File: config.mk
export PLATFORM = sky130hd
export DESIGN_NAME = sram_wr_seq
export DESIGN_NICKNAME = d
export VERILOG_FILES = /design/src/rtl/sram_wr_seq_pkg.sv /design/src/rtl/sram_wr_timer.sv /design/src/rtl/sram_wr_dpath.sv /design/src/rtl/sram_wr_fsm.sv /design/src/rtl/sram_wr_seq.sv
export SDC_FILE = /design/constraint.sdc
export NUM_CORES = 1
export LEC_CHECK = 0
export ABC_AREA = 1
export BUFFER_PORTS_ARGS = -buffer_cell sky130_fd_sc_hd__buf_2
export CAP_MARGIN = 20
export CELL_PAD_IN_SITES_DETAIL_PLACEMENT = 1
export CELL_PAD_IN_SITES_GLOBAL_PLACEMENT = 2
export CORE_MARGIN = 1
export CORE_UTILIZATION = 26
export DETAILED_ROUTE_END_ITERATION = 12
export GPL_ROUTABILITY_DRIVEN = 0
export PLACE_DENSITY_LB_ADDON = 0.1
export SLEW_MARGIN = 0
export SYNTH_ARGS = -nofsm -noshare
export SYNTH_HDL_FRONTEND = slang
export SYNTH_SLANG_ARGS = --single-unit
export TNS_END_PERCENT = 50
File: constraint.sdc
create_clock -name clk -period 2.2 [get_ports clk]
set_input_delay 0.33 -clock clk [delete_from_list [all_inputs] [get_ports clk]]
set_output_delay 0.33 -clock clk [all_outputs]
set_load 0.02 [all_outputs]
File: src/rtl/sram_wr_seq_pkg.sv
package sram_wr_seq_pkg;

   typedef enum logic [2:0] {
      ST_IDLE,
      ST_SETUP,
      ST_PULSE,
      ST_RECOV,
      ST_DONE
   } wr_state_e;

   function automatic int unsigned imax(input int unsigned a, input int unsigned b);
      return (a > b) ? a : b;
   endfunction

endpackage

File: src/rtl/sram_wr_timer.sv
module sram_wr_timer #(
   parameter int unsigned CW = 4
) (
   input  logic          clk,
   input  logic          rst_n,
   input  logic          load,
   input  logic [CW-1:0] load_val,
   output logic [CW-1:0] count,
   output logic          zero
);

   logic [CW-1:0] cnt_q;

   always_ff @(posedge clk) begin
      if (!rst_n)
         cnt_q <= '0;
      else if (load)
         cnt_q <= load_val;
      else if (cnt_q != '0)
         cnt_q <= cnt_q - 1'b1;
   end

   assign count = cnt_q;
   assign zero  = (cnt_q == '0);

endmodule

File: src/rtl/sram_wr_dpath.sv
module sram_wr_dpath #(
   parameter int unsigned AW = 11,
   parameter int unsigned DW = 8
) (
   input  logic          clk,
   input  logic          rst_n,
   input  logic          accept,
   input  logic          busy,
   input  logic          req_ready,
   input  logic          req_valid,
   input  logic [AW-1:0] req_addr,
   input  logic [DW-1:0] req_data,
   input  logic          req_ce_mode,
   input  logic          req_oe_n,
   output logic [AW-1:0] ram_addr,
   output logic [DW-1:0] ram_wdata,
   output logic          ram_oe_n,
   output logic          mode_ce,
   output logic          oe_low
);

   logic [AW-1:0] addr_q;
   logic [DW-1:0] data_q;
   logic          mode_q;
   logic          oe_n_q;

   always_ff @(posedge clk) begin
      if (!rst_n) begin
         addr_q <= '0;
         data_q <= '0;
         mode_q <= 1'b0;
         oe_n_q <= 1'b1;
      end else if (accept) begin
         addr_q <= req_addr;
         data_q <= req_data;
         mode_q <= req_ce_mode;
         oe_n_q <= req_oe_n;
      end
   end

   assign ram_addr  = addr_q;
   assign ram_wdata = data_q;
   assign ram_oe_n  = busy ? oe_n_q : 1'b1;
   assign mode_ce   = mode_q;
   assign oe_low    = !oe_n_q;

   // captured request only moves on a handshake
   p_capture_on_handshake_r2: assert property (@(posedge clk) disable iff (!rst_n)
      (addr_q != $past(addr_q)) |-> $past(req_ready && req_valid));

endmodule

File: src/rtl/sram_wr_fsm.sv
module sram_wr_fsm
   import sram_wr_seq_pkg::*;
#(
   parameter int unsigned T_AS = 2,
   parameter int unsigned T_WP = 3,
   parameter int unsigned T_WZ = 2,
   parameter int unsigned T_DW = 2,
   parameter int unsigned T_DH = 1,
   parameter int unsigned T_WR = 2
) (
   input  logic clk,
   input  logic rst_n,
   input  logic req_valid,
   input  logic mode_ce,
   input  logic oe_low,
   output logic req_ready,
   output logic accept,
   output logic busy,
   output logic ce_n,
   output logic we_n,
   output logic drive_en,
   output logic done
);

   localparam int unsigned PL_OE  = imax(T_WP, T_WZ + T_DW);
   localparam int unsigned RL     = imax(T_DH, T_WR);
   localparam int unsigned MAXLEN = imax(imax(T_AS, PL_OE), RL);
   localparam int unsigned CW     = $clog2(MAXLEN + 1);

   generate
      if (T_AS < 1 || T_WP < 1 || T_WZ < 1 || T_DW < 1 || T_DH < 1 || T_WR < 1) begin : g_bad_timing
         $error("sram_wr_fsm: every interval must be at least one clock");
      end
   endgenerate

   wr_state_e     state_q, state_d;
   logic          t_load;
   logic [CW-1:0] t_val;
   logic [CW-1:0] t_cnt;
   logic          t_zero;
   logic [CW-1:0] pulse_last;
   logic          off_wait;

   sram_wr_timer #(.CW(CW)) timer_i (
      .clk      (clk),
      .rst_n    (rst_n),
      .load     (t_load),
      .load_val (t_val),
      .count    (t_cnt),
      .zero     (t_zero)
   );

   assign off_wait = !mode_ce && oe_low;

   generate
      if (T_WZ + T_DW > T_WP) begin : g_stretch
         assign pulse_last = off_wait ? CW'(PL_OE - 1) : CW'(T_WP - 1);
      end else begin : g_flat
         assign pulse_last = CW'(T_WP - 1);
      end
   endgenerate

   always_ff @(posedge clk) begin
      if (!rst_n)
         state_q <= ST_IDLE;
      else
         state_q <= state_d;
   end

   always_comb begin
      state_d = state_q;
      t_load  = 1'b0;
      t_val   = '0;
      unique case (state_q)
         ST_IDLE: if (req_valid) begin
            state_d = ST_SETUP;
            t_load  = 1'b1;
            t_val   = CW'(T_AS - 1);
         end
         ST_SETUP: if (t_zero) begin
            state_d = ST_PULSE;
            t_load  = 1'b1;
            t_val   = pulse_last;
         end
         ST_PULSE: if (t_zero) begin
            state_d = ST_RECOV;
            t_load  = 1'b1;
            t_val   = CW'(RL - 1);
         end
         ST_RECOV: if (t_zero) state_d = ST_DONE;
         ST_DONE:  state_d = ST_IDLE;
         default:  state_d = ST_IDLE;
      endcase
   end

   assign req_ready = (state_q == ST_IDLE);
   assign accept    = req_ready && req_valid;
   assign busy      = !req_ready;
   assign done      = (state_q == ST_DONE);

   always_comb begin
      ce_n     = 1'b1;
      we_n     = 1'b1;
      drive_en = 1'b0;
      unique case (state_q)
         ST_SETUP: begin
            ce_n = mode_ce;
            we_n = !mode_ce;
         end
         ST_PULSE: begin
            ce_n     = 1'b0;
            we_n     = 1'b0;
            drive_en = !off_wait ||
                       (({1'b0, t_cnt} + (CW+1)'(T_WZ)) <= {1'b0, pulse_last});
         end
         ST_RECOV: drive_en = (t_cnt >= CW'(RL - T_DH));
         default: ;
      endcase
   end

   // completion pulse lasts a single clock
   p_done_single_r10: assert property (@(posedge clk) disable iff (!rst_n)
      done |=> !done);
   // completion is followed by idle
   p_idle_after_done_r10: assert property (@(posedge clk) disable iff (!rst_n)
      done |=> req_ready);

endmodule

File: src/rtl/sram_wr_seq.sv
module sram_wr_seq #(
   parameter int unsigned AW   = 11,
   parameter int unsigned DW   = 8,
   parameter int unsigned T_AS = 2,
   parameter int unsigned T_WP = 3,
   parameter int unsigned T_WZ = 2,
   parameter int unsigned T_DW = 2,
   parameter int unsigned T_DH = 1,
   parameter int unsigned T_WR = 2
) (
   input  logic          clk,
   input  logic          rst_n,
   input  logic          req_valid,
   output logic          req_ready,
   input  logic [AW-1:0] req_addr,
   input  logic [DW-1:0] req_data,
   input  logic          req_ce_mode,
   input  logic          req_oe_n,
   output logic [AW-1:0] ram_addr,
   output logic          ram_ce_n,
   output logic          ram_we_n,
   output logic          ram_oe_n,
   output logic [DW-1:0] ram_wdata,
   output logic          ram_wdata_oe,
   output logic          done
);

   logic accept;
   logic busy;
   logic mode_ce;
   logic oe_low;

   sram_wr_dpath #(.AW(AW), .DW(DW)) dpath_i (
      .clk         (clk),
      .rst_n       (rst_n),
      .accept      (accept),
      .busy        (busy),
      .req_ready   (req_ready),
      .req_valid   (req_valid),
      .req_addr    (req_addr),
      .req_data    (req_data),
      .req_ce_mode (req_ce_mode),
      .req_oe_n    (req_oe_n),
      .ram_addr    (ram_addr),
      .ram_wdata   (ram_wdata),
      .ram_oe_n    (ram_oe_n),
      .mode_ce     (mode_ce),
      .oe_low      (oe_low)
   );

   sram_wr_fsm #(
      .T_AS (T_AS), .T_WP (T_WP), .T_WZ (T_WZ),
      .T_DW (T_DW), .T_DH (T_DH), .T_WR (T_WR)
   ) fsm_i (
      .clk       (clk),
      .rst_n     (rst_n),
      .req_valid (req_valid),
      .mode_ce   (mode_ce),
      .oe_low    (oe_low),
      .req_ready (req_ready),
      .accept    (accept),
      .busy      (busy),
      .ce_n      (ram_ce_n),
      .we_n      (ram_we_n),
      .drive_en  (ram_wdata_oe),
      .done      (done)
   );

   // address frozen while the write window is open
   p_addr_frozen_r3: assert property (@(posedge clk) disable iff (!rst_n)
      (!ram_ce_n && !ram_we_n) |-> $stable(ram_addr));
   // exactly one strobe was low just before the window opened
   p_one_strobe_leads_r4: assert property (@(posedge clk) disable iff (!rst_n)
      (!ram_ce_n && !ram_we_n && $past(ram_ce_n || ram_we_n)) |->
         $past(ram_ce_n != ram_we_n));
   // no drive while the RAM could be driving
   p_no_contention_r8: assert property (@(posedge clk) disable iff (!rst_n)
      ram_wdata_oe |-> (ram_ce_n || ram_oe_n || !ram_we_n));
   // strobes close together
   p_close_together_r9: assert property (@(posedge clk) disable iff (!rst_n)
      $rose(ram_we_n) |-> $rose(ram_ce_n));
   // completion only with both strobes high
   p_done_strobes_high_r10: assert property (@(posedge clk) disable iff (!rst_n)
      done |-> (ram_ce_n && ram_we_n && !ram_wdata_oe));

endmodule

==> flow_summary_export.csv, run 1 <==
group,metric,value,unit
run_status,run_status,"finished clean",
die,die_h,69.69,um
power_and_ir_drop,clkPwrFrac,14.6,%
timing,maxSlewHeadroom,69.66,%
logic_synthesis,syn_nets,187,
placement,pre_cts_slack,0.6166,ns
cts,hold_buffers,0,
setup_path,cp-start-kind,"flip-flop",
setup_path,critPathMaxFanout,5,
die,row_count,24,
cts,numCtsBuffers,3,
setup_path,r2r_cells,8,
logic_synthesis,synth.area.top_cells,"dfxtp_1 45%, nand2_1 18%, a21oi_1 10%, inv_1 3.8%, ha_1 3.2%",
setup_path,timing_worst_setup_path_type,"flip-flop to primary output",
timing,clock.fmax,0.5692,GHz
logic_synthesis,ys_ff_latch,27,
grt,grt_pass1_vias,1198,
grt,antenna_found_initial,0,
cts,clockRootBuffer,"clkbuf_8",
setup_path,slowest_delay,0.48,ns
placement,dp.cells,255,
setup_path,r2r_end,"fsm_i.state_q[0]",
power_and_ir_drop,swShare,46.00,%
hold_path,holdCritStartpoint,"req_oe_n",
logic_synthesis,ys_types,23,
die,die_w,69.69,um
power_and_ir_drop,p_comb_share,50.5,%
layout,drive_gt1_share,30.43,%
setup_path,slowest_stage,"dfxtp_1",
die,initial_core_util,27.17,%
detailed_routing,avgViaCountPerCell,4.548,
logic_synthesis,netlist_area,1191,um2
timing,finalCriticalPeriod,1.757,ns
setup_path,crit_required,1.87,ns
timing,finalCritPeriodShare,79.86,%
timing,finalSetupTns,0,ns
logic_synthesis,yosys_warnings,0,
placement,port_buffers,48,
setup_path,crit_chain,"inv_2 -> nor3_1 -> inv_1 -> o22ai_1 -> buf_2",
power_and_ir_drop,p_leak,0.7328,nW
logic_synthesis,postSynthCellCount,160,
setup_path,crit_arrival,1.43,ns
timing,worst_pin_slew,0.4546,ns
detailed_routing,dr.pass1.iters,4,
die,ios,49,
setup_path,cp-end-kind,"primary output",
timing,final_max_slew_viol_count,0,
power_and_ir_drop,power.total,1.956,mW
power_and_ir_drop,seqPwrFrac,34.9,%
cts,cts_setup_buffers,0,
setup_path,timing.rr.start,"fsm_i.timer_i.count[0]",
timing,setup_violations,0,
detailed_routing,drt_wl_total,3.299,mm
detailed_routing,vias,1178,
logic_synthesis,yosysSeqAreaShare,45.38,%
logic_synthesis,synth_top_area_cell,"dfxtp_1",
logic_synthesis,avgSynthCellArea,7.445,um2
layout,areaGrowthSynthToFinish,26.37,%
setup_path,r2r_slack,0.61,ns
grt,groute.usage.overall,14.27,%
power_and_ir_drop,p_int,1.056,mW
power_and_ir_drop,powerDensity,1300,nW/um2
cts,worstSkewPairLatency,0.27,ns
hold_path,holdPathEnd,"dpath_i.oe_n_q",
detailed_routing,drtAntennaViolNets,0,
cts,cts-htree-levels,1,
flow_run,drv_cap,0,
cts,cts_resized,0,
layout,final_net_count,235,
layout,finalNonFillerCells,259,
timing,worst_slack,0.4431,ns
cts,tritoncts,"done",
timing,finalClockSkew,0.006028,ns
power_and_ir_drop,p_switching,900.0,uW
detailed_routing,drc_errors,0,
detailed_routing,drtIter0Drc,46,
hold_path,hp-class,"input port to flip-flop",
power_and_ir_drop,peakVddDrop,0.2940,mV
grt,grt_max_degree,29,
grt,grt_pass1_wl,5.623,mm
placement,hpwl,2.527,mm
cts,cts.clk_slew.worst_paths,0.09,ns
detailed_routing,drt-wirelength-per-cell,12.74,um
grt,overflow,0,
timing,final_hold_viol_count,0,
timing,rsz0062_at_grt,"no",
layout,n_fill_cell,552,
die,die_area,4856,um2
hold_path,min_path_cells,3,
logic_synthesis,synth_top_area_share,45.38,%
die,coreArea,4384,um2
layout,diodes,0,
cts,clock_sinks,27,
cts,cts_buffer_depth,2,
-- synthesized netlist by cell type --
master	number
a21boi_0	1
a21oi_1	24
buf_4	2
buf_6	2
clkbuf_1	2
dfxtp_1	27
ha_1	3
inv_1	12
inv_2	3
nand2_1	56
nand2_2	3
nand3_1	4
nand3_2	1
nand3_4	1
nand3b_1	1
nand4_1	3
nor2_1	4
nor2_2	1
nor2_4	1
nor3_1	3
o211ai_1	1
o21ai_0	4
o22ai_1	1
-- through the flow --
stage / util, % / hold WS, ns / cell area [um2]
finish: 34.33 / 0.2825 / 1505
global route: 34.33 / 0.2841 / 1505
CTS: 34.33 / 0.2769 / 1505
detailed placement: 33.28 / 0.4600 / 1459
global placement: 33.28 / 0.4522 / 1459
floorplan: - / 0.4286 / 1191
-- cells in the final DEF, fill, tap and decap left out --
cell type	Yosys	routed
nor3_1	3	3
nand2_2	3	3
clkbuf_8	0	3
o211ai_1	1	1
a21oi_1	24	24
nor2_1	4	4
nand2_1	56	56
ha_1	3	3
a21boi_0	1	1
o21ai_0	4	4
nand3_2	1	1
inv_2	3	3
nand3_4	1	1
dfxtp_1	27	27
nor2_2	1	1
nand3b_1	1	1
buf_2	0	48
clkinv_2	0	1
nand3_1	4	4
buf_4	2	1
nand4_1	3	3
o22ai_1	1	1
inv_1	12	12
nor2_4	1	1
-- registers in the layout (all words and copies together) (netlist names) --
signal and cells:
fsm_i.timer_i.count 3, dpath_i.oe_n_q 1, dpath_i.ram_addr 11, dpath_i.mode_ce 1, fsm_i.state_q 3, dpath_i.ram_wdata 8
-- worst max-delay path: cells and delay by family, from the launching register on --
family	cells	cell delay, ns
AO/OA/AOI/OAI	1	0.12
buffers and inverters	3	0.37
flip-flops	1	0.48
AND/OR/NAND/NOR	1	0.18
-- power by group through the flow --
stage	clock network [mW]	logic [mW]	registers (mW)
after global placement	0	0.992	0.690
after floorplan	0	0.687	0.760
final	0.286	0.988	0.682
after global routing	0.327	1.13	0.699
after detailed placement	0	1.01	0.694
after CTS	0.300	1.01	0.684
-- layout make-up --
cell class / count / area, um2 / area share [%]
Multi-Input combinational cell: 112 / 549.3 / 36.49
Sequential cell: 27 / 540.5 / 35.91
Clock inverter: 1 / 5.005 / 0.3325
Inverter: 15 / 56.30 / 3.741
Tap cell: 52 / 65.06 / 4.323
Clock buffer: 3 / 41.29 / 2.743
Timing Repair Buffer: 49 / 247.7 / 16.46
-- cells by family after synthesis --
logic type	share of synthesized area, %
AND/OR/NAND/NOR	29.41
flip-flops	45.38
AO/OA/AOI/OAI	13.55
buffers and inverters	8.508
adder cells (fa/ha/maj)	3.152
-- metal layers --
layer  GRT usage (%)  wire length, um  share of wire (%)  vias to the layer above
li1                -                -                  -                      605
met1           17.46             1475                 45                      543
met2           25.24             1651                 50                       28
met3           2.907              153                4.6                        2
met4           4.000               19               0.58                        0
met5               0                0                  0                        -
-- worst max path at each step --
stage                     endpoint  slack [ns]  cells after the start                   start
2_1_floorplan             ram_ce_n        0.80                      3        fsm_i.state_q[2]
3_3_place_gp      fsm_i.state_q[1]        0.62                      8  fsm_i.timer_i.count[1]
3_5_place_dp   dpath_i.ram_addr[3]        0.62                      5        fsm_i.state_q[0]
4_1_cts               ram_wdata_oe        0.43                      5        fsm_i.state_q[0]
5_1_grt               ram_wdata_oe        0.30                      5        fsm_i.state_q[0]
6_report              ram_wdata_oe        0.44                      5        fsm_i.state_q[0]
(Power assumes the default switching activity.)
==> run 2: changes to the inputs <==
- CORE_UTILIZATION: 26 -> 25
- clock period: 2.2 -> 1.64 ns (I/O delays scaled with it)
==> run 2 against run 1 <==
The run now ends with design-rule violations left. Final cell count grew 0.77%. Clock power grew 30%. Via count grew 1.0%. Global-route usage grew 0.10 points.
==> flow_summary_export.csv, run 2 (same netlist as run 1, synthesis figures left out) <==
group,metric,value,unit
run_status,run_status,"finished with violations",
run_status,violations,"design-rule violations",
detailed_routing,drt_wl_total,3.303,mm
setup_path,timing_worst_setup_path_type,"flip-flop to primary output",
grt,grt_pass1_vias,1284,
setup_path,critPathMaxFanout,4,
placement,hpwl,2.571,mm
timing,finalClockSkew,0.001517,ns
timing,clock.fmax,0.6540,GHz
cts,clock_sinks,27,
detailed_routing,drt-wirelength-per-cell,12.66,um
timing,worst_pin_slew,0.3510,ns
cts,cts-htree-levels,1,
layout,areaGrowthSynthToFinish,29.62,%
cts,cts_setup_buffers,0,
cts,tritoncts,"done",
setup_path,cp-end-kind,"primary output",
grt,antenna_found_initial,0,
die,coreArea,4474,um2
layout,finalNonFillerCells,261,
timing,finalCriticalPeriod,1.529,ns
cts,cts.clk_slew.worst_paths,0.09,ns
cts,cts_buffer_depth,2,
detailed_routing,drtAntennaViolNets,0,
setup_path,cp-start-kind,"flip-flop",
die,row_count,24,
layout,drive_gt1_share,34.93,%
cts,clockRootBuffer,"clkbuf_8",
die,die_w,71.03,um
timing,rsz0062_at_grt,"no",
flow_run,drv_cap,0,
power_and_ir_drop,peakVddDrop,0.4201,mV
setup_path,crit_required,1.39,ns
layout,diodes,0,
setup_path,slowest_stage,"dfxtp_2",
timing,final_max_slew_viol_count,0,
die,ios,49,
detailed_routing,vias,1190,
timing,setup_violations,0,
die,die_area,5045,um2
die,die_h,71.03,um
grt,grt_pass1_wl,5.699,mm
timing,worst_slack,0.1110,ns
layout,layout_common_cells,"56 x nand2_1, 47 x buf_2, 24 x a21oi_1, 23 x dfxtp_1, 11 x inv_1",
detailed_routing,drtIter0Drc,14,
layout,final_net_count,237,
timing,finalSetupTns,0,ns
detailed_routing,avgViaCountPerCell,4.559,
placement,port_buffers,48,
grt,groute.usage.overall,14.37,%
die,initial_core_util,26.62,%
detailed_routing,drc_errors,2,
timing,maxSlewHeadroom,76.57,%
setup_path,crit_chain,"nor2_4 -> nand2_1 -> nand2_2 -> o21ai_0 -> buf_2",
cts,hold_buffers,0,
detailed_routing,dr.pass1.iters,10,
setup_path,crit_arrival,1.28,ns
power_and_ir_drop,p_leak,0.7407,nW
cts,numCtsBuffers,3,
setup_path,slowest_delay,0.36,ns
placement,dp.cells,257,
hold_path,hp-class,"input port to flip-flop",
grt,grt_max_degree,24,
cts,worstSkewPairLatency,0.27,ns
layout,largest_reg_flops,11,
power_and_ir_drop,powerDensity,1759,nW/um2
timing,final_hold_viol_count,0,
placement,pre_cts_slack,0.06303,ns
layout,layout_commonest_cell,"nand2_1",
timing,whs,0.1958,ns
grt,overflow,0,
timing,finalCritPeriodShare,93.23,%
[run 2: changes by cell type in the layout (fill, tap and decap cells not counted), sizes merged]
cell	before	now
buf	49	51
clkinv	1	0
clkbuf	3	4
[run 2: final timing paths]
kind	slack [ns]	cells past startpoint	end	startpoint
worst max-delay path	0.11	5	ram_we_n	fsm_i.state_q[2]
worst min register to register	0.46	2	dpath_i.ram_addr[0]	dpath_i.ram_addr[0]
worst max register to register	0.17	8	fsm_i.state_q[1]	fsm_i.timer_i.count[0]
worst min-delay path	0.20	3	dpath_i.oe_n_q	req_oe_n
[run 2: metal layers]
layer,vias up,wire [um],GRT usage (%)
li1,607,-,-
met4,0,64,5.778
met1,543,1448,16.77
met5,-,0,0
met2,32,1650,25.96
met3,8,140,2.564
[run 2: cell type report]
| type | instances | area [um2] |
|---|---|---|
| clock buffer | 4 | 45.04 |
| fill | 593 | 2930 |
| inverter | 15 | 56.30 |
| multi-input combinational | 112 | 564.3 |
| sequential | 27 | 548.0 |
| tap | 52 | 65.06 |
| timing repair buffer | 51 | 265.3 |
[run 2: stage by stage]
stage | power, mW | utilization, % | cell area, um2
6_report | 2.716 | 34.51 | 1544
5_1_grt | 2.986 | 34.51 | 1544
3_3_place_gp | 2.272 | 32.94 | 1474
2_1_floorplan | 1.941 | - | 1191
4_1_cts | 2.735 | 34.09 | 1525
3_5_place_dp | 2.335 | 32.94 | 1474
[run 2: worst max-delay path, delay by kind of cell, from the launching register on]
kind,cells,cell delay (ns)
simple gates,3,0.41
flops,1,0.36
buf+inv,1,0.16
compound gates,1,0.08
[run 2: timing repair]
item	in CTS	in global routing
setup endpoints to repair	1	8
pin swaps	0	1
gates cloned	0	0
resized for setup	2	9
[run 2: where the power goes]
group	internal, mW	total [mW]	switching (mW)
registers	0.823	0.928	0.105
logic	0.488	1.42	0.929
clock network	0.174	0.372	0.198
total	1.48	2.72	1.23
